[src/rtl/hs_shift_pipe.sv]
module hs_shift_pipe #(
  parameter int STAGES   = 4,
  parameter int SEND_DLY = 2
) (
  input  logic clk,
  input  logic rst,
  input  logic mode_shift,
  input  logic in_bit,
  input  logic in_stb,
  output logic in_req,
  input  logic tail_send,
  output logic out_bit,
  output logic out_stb,
  output logic busy
);
  localparam int LAST = STAGES - 1;

  logic [LAST:0] rdy_seen, ack_seen, rdy_ev, ack_ev, fire;
  logic [LAST:0] slot, slot_nxt, take, src;
  logic [LAST:0] ack_q, rdy_back, in_flight;
  logic          in_ack;

  assign rdy_ev = {tail_send, rdy_back[LAST:1]};
  assign ack_ev = {ack_q[LAST-1:0], in_ack};
  assign fire   = (rdy_seen | rdy_ev) & (ack_seen | ack_ev);

  assign take     = {fire[LAST-1:0], in_stb};
  assign src      = {slot[LAST-1:0], in_bit};
  assign slot_nxt = (take & src) | (~take & ~fire & slot);

  assign in_req = rdy_back[0];
  assign busy   = (|in_flight) | (|ack_q) | in_ack;

  always_ff @(posedge clk) begin
    if (rst) begin
      rdy_seen <= mode_shift ? '0 : {1'b0, {LAST{1'b1}}};
      ack_seen <= mode_shift ? '1 : '0;
      slot     <= '0;
      ack_q    <= '0;
      in_ack   <= 1'b0;
      out_bit  <= 1'b0;
      out_stb  <= 1'b0;
    end else begin
      rdy_seen <= (rdy_seen | rdy_ev) & ~fire;
      ack_seen <= (ack_seen | ack_ev) & ~fire;
      slot     <= slot_nxt;
      ack_q    <= fire;
      in_ack   <= in_stb;
      out_stb  <= fire[LAST];
      if (fire[LAST]) out_bit <= slot[LAST];
    end
  end

  for (genvar g = 0; g < STAGES; g++) begin : g_stage
    logic [SEND_DLY-1:0] line;
    if (SEND_DLY == 1) begin : g_short
      always_ff @(posedge clk)
        if (rst) line <= '0;
        else     line <= fire[g];
    end else begin : g_long
      always_ff @(posedge clk)
        if (rst) line <= '0;
        else     line <= {line[SEND_DLY-2:0], fire[g]};
    end
    assign rdy_back[g]  = line[SEND_DLY-1];
    assign in_flight[g] = |line;

    if (g > 0) begin : g_chk
      a_r8_receiver_empty: assert property (@(posedge clk) disable iff (rst)
        fire[g-1] |-> !ack_seen[g]);
    end
  end

  a_r1_quiet_after_reset: assert property (@(posedge clk) disable iff (rst)
    $fell(rst) |-> (!out_stb && !in_req && !busy));

  a_r4_single_pulse: assert property (@(posedge clk) disable iff (rst)
    out_stb |=> !out_stb);

  a_r4_tail_was_armed: assert property (@(posedge clk) disable iff (rst)
    out_stb |-> $past(ack_seen[LAST] | ack_q[LAST-1]));

  a_r9_req_after_busy: assert property (@(posedge clk) disable iff (rst)
    in_req |-> $past(busy));
endmodule

[config.mk]
export PLATFORM = sky130hd
export DESIGN_NAME = hs_shift_pipe
export DESIGN_NICKNAME = d
export VERILOG_FILES = /design/src/rtl/hs_shift_pipe.sv
export SDC_FILE = /design/constraint.sdc
export NUM_CORES = 1
export LEC_CHECK = 0
export ABC_AREA = 1
export BUFFER_PORTS_ARGS = -buffer_cell sky130_fd_sc_hd__buf_2
export CAP_MARGIN = 20
export CORE_UTILIZATION = 45
export DETAILED_ROUTE_END_ITERATION = 10
export PLACE_DENSITY = 0.67
export SYNTH_ARGS = -nofsm -noshare
export SYNTH_HDL_FRONTEND = slang
export SYNTH_SLANG_ARGS = --single-unit
[constraint.sdc]
create_clock -name clk -period 0.9 [get_ports clk]
set_clock_uncertainty 0.05 [all_clocks]
set_input_delay 0.045 -clock clk [delete_from_list [all_inputs] [get_ports clk]]
set_output_delay 0.045 -clock clk [all_outputs]
set_load 0.01 [all_outputs]
Word-level counts from Yosys, hierarchy flattened
Index checks and enable logic that the tools add are counted.
- mux-type cells: 4
- bitwise operators: 13
- reduce and logical (&&, ||, !) cells: 2
- operators by type and width (cell ; number):
    $and A4 B4 Y4 ; 6
    $mux W4 ; 3
    $or A4 B4 Y4 ; 3
    $not A4 Y4 ; 2
    $reduce_or A8 Y1 ; 1
    $reduce_or A4 Y1 ; 1
    $mux W3 ; 1
    $or A1 B1 Y1 ; 2
- register bits after elaboration: 27
- input port bits: 6
- output and inout port bits: 4
- logic and storage cells: 30

Depth between registers and ports, before layout
Gate-level depths: netlist (run 1).
- depth in word-level cells: 6
- depth in mapped cells: 6
- gate-level depth less buffers: 6

Worst setup path before layout (run 1)
No wires, ideal clock.
- kind: register -> register
- from: register g_stage[1].line[1]
- to: register slot[1]
- library setup time: 112 ps
- arrival time: 652 ps
- required time: 738 ps
- setup slack: 85 ps
- stages on the path, launching flop included: 5
- path buffers: 0
- period minus slack after synthesis: 815 ps
- cell sequence: dfxtp_1 -> nor2_2 -> nor2_1 -> nand3_1 -> nand2_1
- cells in the longest elaborated chain, start to end: 6
- elaborated cells on any way between the ends: 7
- those cells by class: bitwise (7)
- ends and longest elaborated chain (element ; RTL line ; text):
    start, declared ; 55 ; logic [SEND_DLY-1:0] line;
    start signal, assigned ; 63 ; else line <= {line[SEND_DLY-2:0], fire[g]};
    $or A4 B4 Y4 (*) ; 25 ; assign fire = (rdy_seen | rdy_ev) & (ack_seen | ack_ev);
    $and A4 B4 Y4 (*) ; 25 ;
    $not A4 Y4 ; 29 ; assign slot_nxt = (take & src) | (~take & ~fire & slot);
    $and A4 B4 Y4 (2 in series) ; 29 ;
    $or A4 B4 Y4 (*) ; 29 ;
    end signal, assigned ; 46 ; slot <= slot_nxt;
    end, declared ; 19 ; logic [LAST:0] slot, slot_nxt, take, src;
Mark *: on every way between the ends. The rest lies on a longest branch, timed or not.
A chain may end at the register's enable or synchronous reset.

Worst setup path after layout (run 1)
- from: register g_stage[3].line[0]
- to: output busy
- cells in the longest elaborated chain, start to end: 3
- ends and longest elaborated chain (element ; RTL line ; text):
    start, declared ; 55 ;
    start signal, assigned ; 63 ;
    $reduce_or A8 Y1 ; 32 ; assign busy = (|in_flight) | (|ack_q) | in_ack;
    $or A1 B1 Y1 (2 in series) ; 32 ;
    end, declared ; 14 ; output logic busy
Every way passes these cells.

==> results of run 1 <==
==> layer usage <==
| metal | global-route usage (%) | up-vias | wire length, um |
|---|---|---|---|
| met3 | 3.600 | 4 | 27 |
| li1 | - | 377 | - |
| met1 | 22.73 | 312 | 796 |
| met5 | 0 | - | 0 |
| met2 | 24.41 | 9 | 813 |
| met4 | 10.91 | 0 | 36 |
==> timing repair <==
action	4_1_cts	5_1_grt
endpoints found under the setup margin	4	18
endpoints found under the hold margin	7	0
pin swaps	4	2
cloned	0	0
setup buffers	1	2
hold buffers	4	0
gates resized for setup	10	23
==> report_power, final <==
group          switching (uW)  leakage [uW]  total (uW)  internal (uW)
sequential               41.8      0.000185        1080           1040
clock                     300     0.0000210         547            247
combinational             190      0.000324         342            152
total                     531      0.000529        1970           1440
==> state kept, by name, indices dropped and copies added (netlist names) <==
signal,count
rdy_seen,4
in_ack,1
slot,4
ack_q,3
ack_seen,4
g_stage.line,5
out_bit,1
==> worst paths after layout <==
| check | from | slack, ns | end |
|---|---|---|---|
| worst max register to register | g_stage[3].line[1]$_SDFF_PP0_ | -0.07 | slot[3]$_SDFF_PP0_ |
| worst max-delay path | g_stage[3].line[0]$_SDFF_PP0_ | -0.25 | busy |
| worst min-delay path | rst | 0.04 | ack_q[1]$_SDFF_PP0_ |
| worst min register to register | ack_q[0]$_SDFF_PP0_ | 0.41 | g_stage[0].line[1]$_SDFF_PP0_ |
==> worst min-delay path: cells and delay by family <==
family	cells	cell delay (ns)
buffers and inverters	2	0.27
and+or+nand+nor	1	0.06
==> cell usage after synthesis <==
master	count
nor3_1	3
dfxtp_1	22
inv_2	2
nand4_1	2
o21ai_0	2
buf_4	1
or2_1	1
nand2_4	2
buf_6	1
nand2_1	20
nand2_2	2
nor2_2	2
nor2_1	26
nand3_1	8
inv_1	15
==> logic make-up (layout without fill, tap and decap cells) <==
| family | after synthesis | in the layout | share of synthesized area (%) |
|---|---|---|---|
| simple gates | 66 | 66 | 35.55 |
| flops | 22 | 22 | 53.25 |
| compound gates | 2 | 2 | 1.210 |
| buf+inv | 19 | 42 | 9.985 |
==> cell type report <==
type	instances	area (um^2)	area share (%)
Inverter	17	63.81	5.711
Tap cell	25	31.28	2.800
Timing Repair Buffer	21	165.2	14.78
Clock buffer	4	36.28	3.247
Multi-Input combinational cell	68	369.1	33.03
Sequential cell	22	451.7	40.43
==> stage by stage <==
stage | setup WS (ns) | cells | utilization [%] | TNS [ns] | hold slack (ns)
floorplan | 0.08541 | 109 | - | 0 | 0.07759
global placement | 0.01916 | 146 | 53.41 | 0 | 0.1935
detailed placement | -0.007854 | 146 | 53.41 | -0.007854 | 0.1945
CTS | -0.2664 | 155 | 59.71 | -0.2971 | 0.03944
global route | -0.3058 | 157 | 64.71 | -0.9605 | 0.04970
finish | -0.2462 | 157 | 64.71 | -0.4352 | 0.03747
==> results.yml, run 1 <==
floorplanning:
  core_area_um2: 1727
  dieArea_um2: 2013
  fp.dieH_um: 44.87
  floorplan.rows: 15
  floorplan.io_pins: 10
  start_util_pct: 47.90
  chipWidth_um: 44.87
timing:
  number_of_max_slew_violations_in_the_final_report: 0
  worstMarginPinSlew_ns: 0.2188
  worst_slack_ns: -0.2462
  max_slew_margin_pct: 85.40
  min_period_over_period_pct: 127.4
  final-hold-violation-count: 0
  timing.fmax_mhz: 872.4
  setup_violations: 5
  post-route-min-period_ns: 1.146
  setup_repair_after_global_routing_missed_its_margin: "true"
synth:
  post-synth-top-area-cell: "dfxtp_1"
  netlist_area_um2: 827.0
  synth_area_per_cell_um2: 7.588
  postSynthNetCount: 115
  ys_seq_elements: 22
  post_synth_num_cell_types: 15
  ys_seq_area_share_pct: 53.25
  synthDominantCellAreaShare_pct: 53.25
  cell_types_occupying_the_most_area_after_synthesis: "dfxtp_1 53%, nor2_1 12%, nand2_1 9.1%"
  synthesis.instances: 109
  yosys_warning_count: 0
global_routing:
  grt_total_usage_pct: 16.86
  grt_pass1_vias: 574
  grt_antenna_before_repair: 0
  grt_remaining_overflow: 0
  maximum_number_of_pins_on_one_net_before_global_route_repair: 13
  grt_pass1_wl_um: 2359
cts:
  cts_inserted_buffers: 3
  clk_transition_reported_paths_ns: 0.12
  cts.root.buffer_cell: "clkbuf_4"
  clock_sinks: 22
  worstSkewPairLatency_ns: 0.31
  cts.path.max_buffers: 2
  clock_tree.htree_level_count: 1
  cts_tree: "yes"
setup_path:
  setup.worst_path.end_class: "output port"
  critical_path.max_fanout: 3
  worstPathArrival_ns: 1.05
  worst_path_dominant_cell_family: "flip-flops"
  timing.reg2reg.worst_path_depth: 6
  timing.critical_path.slowest_cell_delay_ns: 0.36
  crit_type: "flip-flop to output port"
  slowest_cp_cell: "dfxtp_2"
  critPathLaunchType: "flip-flop"
  crit_buf_inv: 1
  cp_depth: 3
  worstPathCellList: "nor3_2 -> nand4_1 -> buf_2"
  worst_ep_required_time_ns: 0.81
worst_hold_path:
  min_path_type: "primary input to flip-flop"
  worstHoldPathCells: 3
status:
  outcome: "finished, violations left"
  violations: "negative setup slack"
cells_and_area:
  post-route-cell-area_um2: 1117
  n_fill_cell: 151
  n_antenna_cell: 0
  area_growth_pct: 35.10
  layout_commonest_cell: "nor2_1"
  commonest_non_fill_non_tap_cells_in_the_layout: "20 x nor2_1, 16 x nand2_1, 13 x inv_1, 13 x dfxtp_1, 9 x dfxtp_2"
  layout.nets: 139
  final_layout_size_suffix_gt1_share_pct: 41.67
detailed_routing:
  dr.pass1.iters: 4
  detailedRoute.firstIterationViolations: 11
  drtAntennaViolNets: 0
  routed_wl_um: 1673
  via_per_inst: 4.471
  wl_per_cell_um: 10.66
  remaining_drc_errors: 0
  num_vias: 702
placement:
  io_buffer_count: 9
  hpwl_um: 1069
  post_placement_cell_area_um2: 922.1
  gp_congestion: 0.8137
pwr:
  report.power.total_uw: 1972
  power.leakage_uw: 0.0005294
  pwr_density_cell_nw_per_um2: 1764
  power.ir.vdd_worst_uv: 1310
flow_run:
  max-cap-violations: 0
No activity file was read; power rests on OpenSTA's default activity.
==> inputs of run 2 (changes only) <==
--- a/config.mk
+++ b/config.mk
@@ -7,3 +7,2 @@
 export LEC_CHECK = 0
-export ABC_AREA = 1
 export BUFFER_PORTS_ARGS = -buffer_cell sky130_fd_sc_hd__buf_2
--- a/constraint.sdc
+++ b/constraint.sdc
@@ -4,2 +4,2 @@
 set_output_delay 0.045 -clock clk [all_outputs]
-set_load 0.01 [all_outputs]
+set_load 0.005 [all_outputs]
==> run 2 against run 1 <==
Compared with the run above: the run still ends with negative setup slack left; total power shrank 1.7%; utilization rose by 6.5 points; register-to-register slack lost 0.05 ns; global-route usage rose by 3.5 points; wire length increased by 1.3%; die area fell by 6.7%; cell area down 0.67%; clock-buffer cell count is the same; sequential share of layout area grew 1.4 points; fmax is 6.9% lower; non-clock buffer count grew 4; sequential cell count unchanged; largest power group unchanged.
==> results.yml, run 2 <==
synth:
  async_reset_ff_share_pct: 0
  synthSimpleGateAreaFrac_pct: 18.70
  yosysMostFrequentCell: "dfxtp_1"
  synth_area_per_cell_um2: 10.54
  post-synth-top-area-cell: "dfxtp_1"
  post_synth_num_cell_types: 20
  netlist_area_um2: 769.5
  ys_seq_elements: 22
  share_of_the_synthesized_area_in_compound_gates_ao_oa_aoi_oai_pct: 21.14
  ys_seq_area_share_pct: 57.24
  synthDominantCellAreaShare_pct: 57.24
  post_synth_mux_area_share_pct: 1.301
  synthXorXnorAreaFrac_pct: 0
  yosys.area_share.adder_pct: 0
  yosys_warning_count: 0
  synthesis.instances: 73
  yosys-top-cells-count: "22 x dfxtp_1, 10 x nor2_1, 5 x nor2b_1"
  postSynthNetCount: 79
  dominantRegCellSynth: "dfxtp_1"
  synth-edff-count: 0
  cell_types_occupying_the_most_area_after_synthesis: "dfxtp_1 57%, nor2_1 4.9%, o41ai_2 4.2%"
  synth_top_family_by_area: "compound AO/OA/AOI/OAI gates"
detailed_routing:
  remaining_drc_errors: 0
  top_layer_used: "met4"
  dr.pass1.iters: 4
  met3WireLength_um: 39
  wl_per_cell_um: 14.61
  num_vias: 662
  detailedRoute.firstIterationViolations: 4
  drtAntennaViolNets: 0
  via_per_inst: 5.707
  routed_wl_um: 1695
  met1Wirelength_um: 833
  met2_wire_len_um: 788
cells_and_area:
  final_layout_size_suffix_gt1_share_pct: 57.00
  area_growth_pct: 44.23
  largest_register_ffs: 5
  commonest_non_fill_non_tap_cells_in_the_layout: "13 x dfxtp_2, 9 x buf_2, 9 x buf_4"
  n_antenna_cell: 0
  layout_commonest_cell: "dfxtp_2"
  largest_register: "g_stage.line"
  final_cells: 116
  layout.nets: 107
placement:
  hpwl_um: 1112
  place_inst: 104
  preCtsSetupSlack_ns: -0.05773
  io_buffer_count: 9
  gp_congestion: 0.7091
timing:
  hold_slack_ns: 0.01455
  max_slew_margin_pct: 74.53
  worst_slack_ns: -0.3315
  final-hold-violation-count: 0
  worstMarginPinSlew_ns: 0.3821
  post-route-min-period_ns: 1.232
  min_period_over_period_pct: 136.8
  setup_repair_after_global_routing_missed_its_margin: "true"
  timing.setup.tns_ns: -0.7602
  timing.fmax_mhz: 812.0
  setup_violations: 8
  number_of_max_slew_violations_in_the_final_report: 0
global_routing:
  grt_total_usage_pct: 20.38
  grt_antenna_before_repair: 0
  grt_pass1_vias: 610
  grt_pass1_wl_um: 2773
  grt_remaining_overflow: 0
  maximum_number_of_pins_on_one_net_before_global_route_repair: 19
floorplanning:
  floorplan.rows: 14
  floorplan.io_pins: 10
  start_util_pct: 49.36
  core_area_um2: 1559
  chipWidth_um: 43.35
  dieArea_um2: 1879
  fp.dieH_um: 43.35
pwr:
  report.power.total_uw: 1939
  pwr_density_cell_nw_per_um2: 1747
  power.ir.vdd_worst_uv: 1221
  power.leakage_uw: 0.0004576
cts:
  cts.root.buffer_cell: "clkbuf_4"
  cts.path.max_buffers: 2
  worstSkewPairLatency_ns: 0.31
  clock_sinks: 22
  cts_tree: "yes"
  clock_tree.htree_level_count: 1
  clk_transition_reported_paths_ns: 0.12
  cts_inserted_buffers: 3
setup_path:
  worstPathCellList: "nor4_2 -> nand3_1 -> buf_2"
  critPathLaunchType: "flip-flop"
  critical_path.max_fanout: 2
  crit_buf_inv: 1
  setup.worst_path.end_class: "output port"
  crit_type: "flip-flop to output port"
  worst_path_dominant_cell_family: "flip-flops"
  slowest_cp_cell: "dfxtp_2"
  worst_ep_required_time_ns: 0.81
  timing.critical_path.slowest_cell_delay_ns: 0.35
  worstPathArrival_ns: 1.14
flow_run:
  max-cap-violations: 0
status:
  outcome: "finished, violations left"
  violations: "negative setup slack"
worst_hold_path:
  min_path_type: "primary input to flip-flop"
run 2: changes by cell type in the layout (fill, tap and decap cells not counted), moves of 4 or more:
| cell | before | now |
|---|---|---|
| nand2_1 | 16 | 2 |
| nor2_1 | 20 | 6 |
| nand2_2 | 6 | 0 |
| inv_2 | 4 | 0 |
| dfxtp_2 | 9 | 13 |
| inv_1 | 13 | 0 |
| nor2b_1 | 0 | 5 |
| dfxtp_1 | 13 | 7 |
| o41ai_2 | 0 | 5 |
run 2: stage by stage:
stage | instance area [um^2] | util [%]
final | 1110 | 71.19
after global routing | 1110 | 71.19
after CTS | 1061 | 68.06
after detailed placement | 888.4 | 56.98
after global placement | 888.4 | 56.98
after floorplan | 775.7 | -
run 2: area by class of cell:
| type | instances | area [um^2] |
|---|---|---|
| Timing Repair Buffer | 25 | 190.2 |
| Tap cell | 16 | 20.02 |
| Clock buffer | 4 | 36.28 |
| Fill cell | 119 | 449.2 |
| Sequential cell | 22 | 464.2 |
| Multi-Input combinational cell | 49 | 399.1 |
run 2: where the power goes:
group | switching (uW) | internal (uW)
sequential | 82.3 | 1040
combinational | 116 | 157
clock | 299 | 247
run 2: worst reg2reg max path: cells and delay by family, from the launching register on:
| kind | cells | cell delay (ns) |
|---|---|---|
| DFF | 1 | 0.38 |
| and+or+nand+nor | 1 | 0.05 |
| muxes | 1 | 0.20 |
| AOI/OAI and AO/OA | 1 | 0.14 |
| buffers and inverters | 1 | 0.12 |
run 2: final timing paths:
path	start	endpoint	slack [ns]	depth (start not counted)
hold / removal	mode_shift	ack_seen[0]$_DFF_P_	0.01	3
setup reg to reg	ack_q[2]$_SDFF_PP0_	out_bit$_SDFFE_PP0P_	-0.12	4
setup / recovery	g_stage[0].line[1]$_SDFF_PP0_	busy	-0.33	3
hold reg to reg	slot[3]$_SDFF_PP0_	slot[3]$_SDFF_PP0_	0.42	2
run 2: kinds of logic after synthesis:
kind of cell / Yosys count
mux: 1
simple gates: 28
buf+inv: 2
compound gates: 20
flops: 22
run 2: per-layer routing:
layer / vias to the layer above / GRT usage, %
li1: 328 / -
met1: 316 / 28.84
met2: 13 / 29.39
met3: 5 / 3.333
met4: 0 / 11.88
met5: - / 0
run 2: timing repair:
action                     CTS  global route
pin swaps                   10             6
setup endpoints to repair   10            16
cloned                       0             0
hold buffers                 3             0
hold endpoints to repair     3             0
buffers inserted             4             2
resized for setup           23            15
==> inputs of run 3 (changes only) <==
- CTS_BUF_LIST: not set -> sky130_fd_sc_hd__clkbuf_2
==> run 3 against run 2 <==
Compared with the run above: the flow still finishes with violations (negative setup slack); cell area increased by 0.90%; critical path type unchanged; first-iteration DRC count is the same; highest routed layer unchanged; sequential share of layout area up 0.18 points; die area stayed put.
==> results.yml, run 3 (synthesis gave the netlist of run 2 again) <==
setup_path:
  rr_startpoint: "g_stage[3].line[1]$_SDFF_PP0_"
  crit_type: "flip-flop to output port"
  destination_of_the_worst_register_to_register_timing_path: "slot[2]$_SDFF_PP0_"
  timing.reg2reg.setup_slack_ns: -0.14
  timing.reg2reg.worst_path_depth: 4
  crit_buf_inv: 1
  slowest_cp_cell: "dfxtp_4"
  setup.worst_path.end_class: "output port"
  worstPathArrival_ns: 1.18
  worst_ep_required_time_ns: 0.81
  timing.critical_path.slowest_cell_delay_ns: 0.42
  critical_path.max_fanout: 6
  critPathLaunchType: "flip-flop"
  worstPathCellList: "nor4_2 -> nand3_1 -> buf_2"
  worst_path_dominant_cell_family: "flip-flops"
cells_and_area:
  layout_commonest_cell: "dfxtp_2"
  layout.nets: 108
  n_fill_cell: 117
  n_antenna_cell: 0
  largest_register: "g_stage.line"
  commonest_non_fill_non_tap_cells_in_the_layout: "12 x dfxtp_2, 10 x buf_4, 8 x buf_2"
  final_layout_size_suffix_gt1_share_pct: 57.43
  area_growth_pct: 45.53
  utilization_pct: 71.83
  final_cells: 117
  post-route-cell-area_um2: 1120
  largest_register_ffs: 5
cts:
  clk_transition_reported_paths_ns: 0.20
  cts.path.max_buffers: 2
  worstSkewPairLatency_ns: 0.33
  cts.root.buffer_cell: "clkbuf_2"
  clock_tree.htree_level_count: 1
  clock_sinks: 22
  cts_tree: "yes"
  cts_inserted_buffers: 3
placement:
  gp_congestion: 0.7091
  post_placement_cell_area_um2: 888.4
  io_buffer_count: 9
  place_inst: 104
  preCtsSetupSlack_ns: -0.05773
  hpwl_um: 1112
floorplanning:
  fp.dieH_um: 43.35
  chipWidth_um: 43.35
  core_area_um2: 1559
  floorplan.io_pins: 10
  dieArea_um2: 1879
  start_util_pct: 49.36
  floorplan.rows: 14
status:
  outcome: "finished, violations left"
  violations: "negative setup slack"
pwr:
  pwr_density_cell_nw_per_um2: 1605
  power.ir.vdd_worst_uv: 1246
  power.leakage_uw: 0.0004437
detailed_routing:
  detailedRoute.firstIterationViolations: 4
  top_layer_used: "met4"
  via_per_inst: 5.521
  drtAntennaViolNets: 0
  dr.pass1.iters: 4
  routed_wl_um: 1804
  met1Wirelength_um: 927
  wl_per_cell_um: 15.42
  remaining_drc_errors: 0
  num_vias: 646
  met2_wire_len_um: 798
  met3WireLength_um: 32
flow_run:
  max-cap-violations: 0
timing:
  setup_violations: 10
  post-route-min-period_ns: 1.276
  hold_slack_ns: 0.01506
  setup_repair_after_global_routing_missed_its_margin: "true"
  final-hold-violation-count: 0
  number_of_max_slew_violations_in_the_final_report: 0
  min_period_over_period_pct: 141.8
  worst_slack_ns: -0.3763
  worstMarginPinSlew_ns: 0.4086
  max_slew_margin_pct: 72.76
  timing.fmax_mhz: 783.5
worst_hold_path:
  worstHoldPathCells: 3
  min_from: "tail_send"
  hold_path_end: "g_stage[3].line[0]$_SDFF_PP0_"
  min_path_type: "primary input to flip-flop"
global_routing:
  grt_total_usage_pct: 20.84
  maximum_number_of_pins_on_one_net_before_global_route_repair: 19
  grt_pass1_wl_um: 2787
  grt_remaining_overflow: 0
  grt_pass1_vias: 593
  grt_antenna_before_repair: 0
run 3: how the worst max path moves through the flow:
| stage | start | end | slack, ns | cells after the start |
|---|---|---|---|---|
| after global placement | in_ack$_SDFF_PP0_ | busy | -0.04 | 3 |
| after floorplan | rdy_seen[3]$_SDFF_PP0_ | out_bit$_SDFFE_PP0P_ | 0.04 | 3 |
| after CTS | in_ack$_SDFF_PP0_ | busy | -0.37 | 3 |
| after detailed placement | g_stage[1].line[1]$_SDFF_PP0_ | slot[0]$_SDFF_PP0_ | -0.06 | 3 |
| after global routing | in_ack$_SDFF_PP0_ | busy | -0.49 | 3 |
| final | ack_q[1]$_SDFF_PP0_ | busy | -0.38 | 3 |
run 3: worst register-to-register path: stages (launching register included):
cell and delay (ns):
dfxtp_4 0.39, buf_6 0.13, o22ai_4 0.18, nand3_1 0.10, a21oi_1 0.14
run 3: where the power goes:
part	leakage, uW	switching [uW]	internal, uW
clock	0.0000140	294	96.6
sequential	0.000188	85.5	1040
combinational	0.000242	122	162
total	0.000444	502	1300
run 3: layout make-up:
class	count	area (um^2)	area share, %
repair buffers	26	200.2	17.88
flip-flops and latches	22	470.5	42.01
well taps	16	20.02	1.788
multi-input cells	49	410.4	36.65
clock buffers	3	15.01	1.341
clock inverters	1	3.754	0.3352
run 3: per-layer routing:
layer  vias to the layer above  global-route usage (%)
li1                        330                       -
met1                       304                   28.12
met2                         8                   30.91
met3                         4                   3.333
met4                         0                   13.75
met5                         -                       0
run 3: through the flow:
step	total power (uW)	TNS (ns)
after floorplan	1220	0
after global placement	1303	-0.1449
after detailed placement	1310	-0.2775
after CTS	1758	-0.7270
after global routing	1873	-1.697
final	1797	-1.053
run 3: what timing repair did:
item / CTS / global route
setup endpoints to repair: 12 / 17
endpoints found under the hold margin: 4 / 0
gates resized for setup: 24 / 18
hold buffers: 4 / 0
setup buffers: 2 / 3
pin swaps: 7 / 4
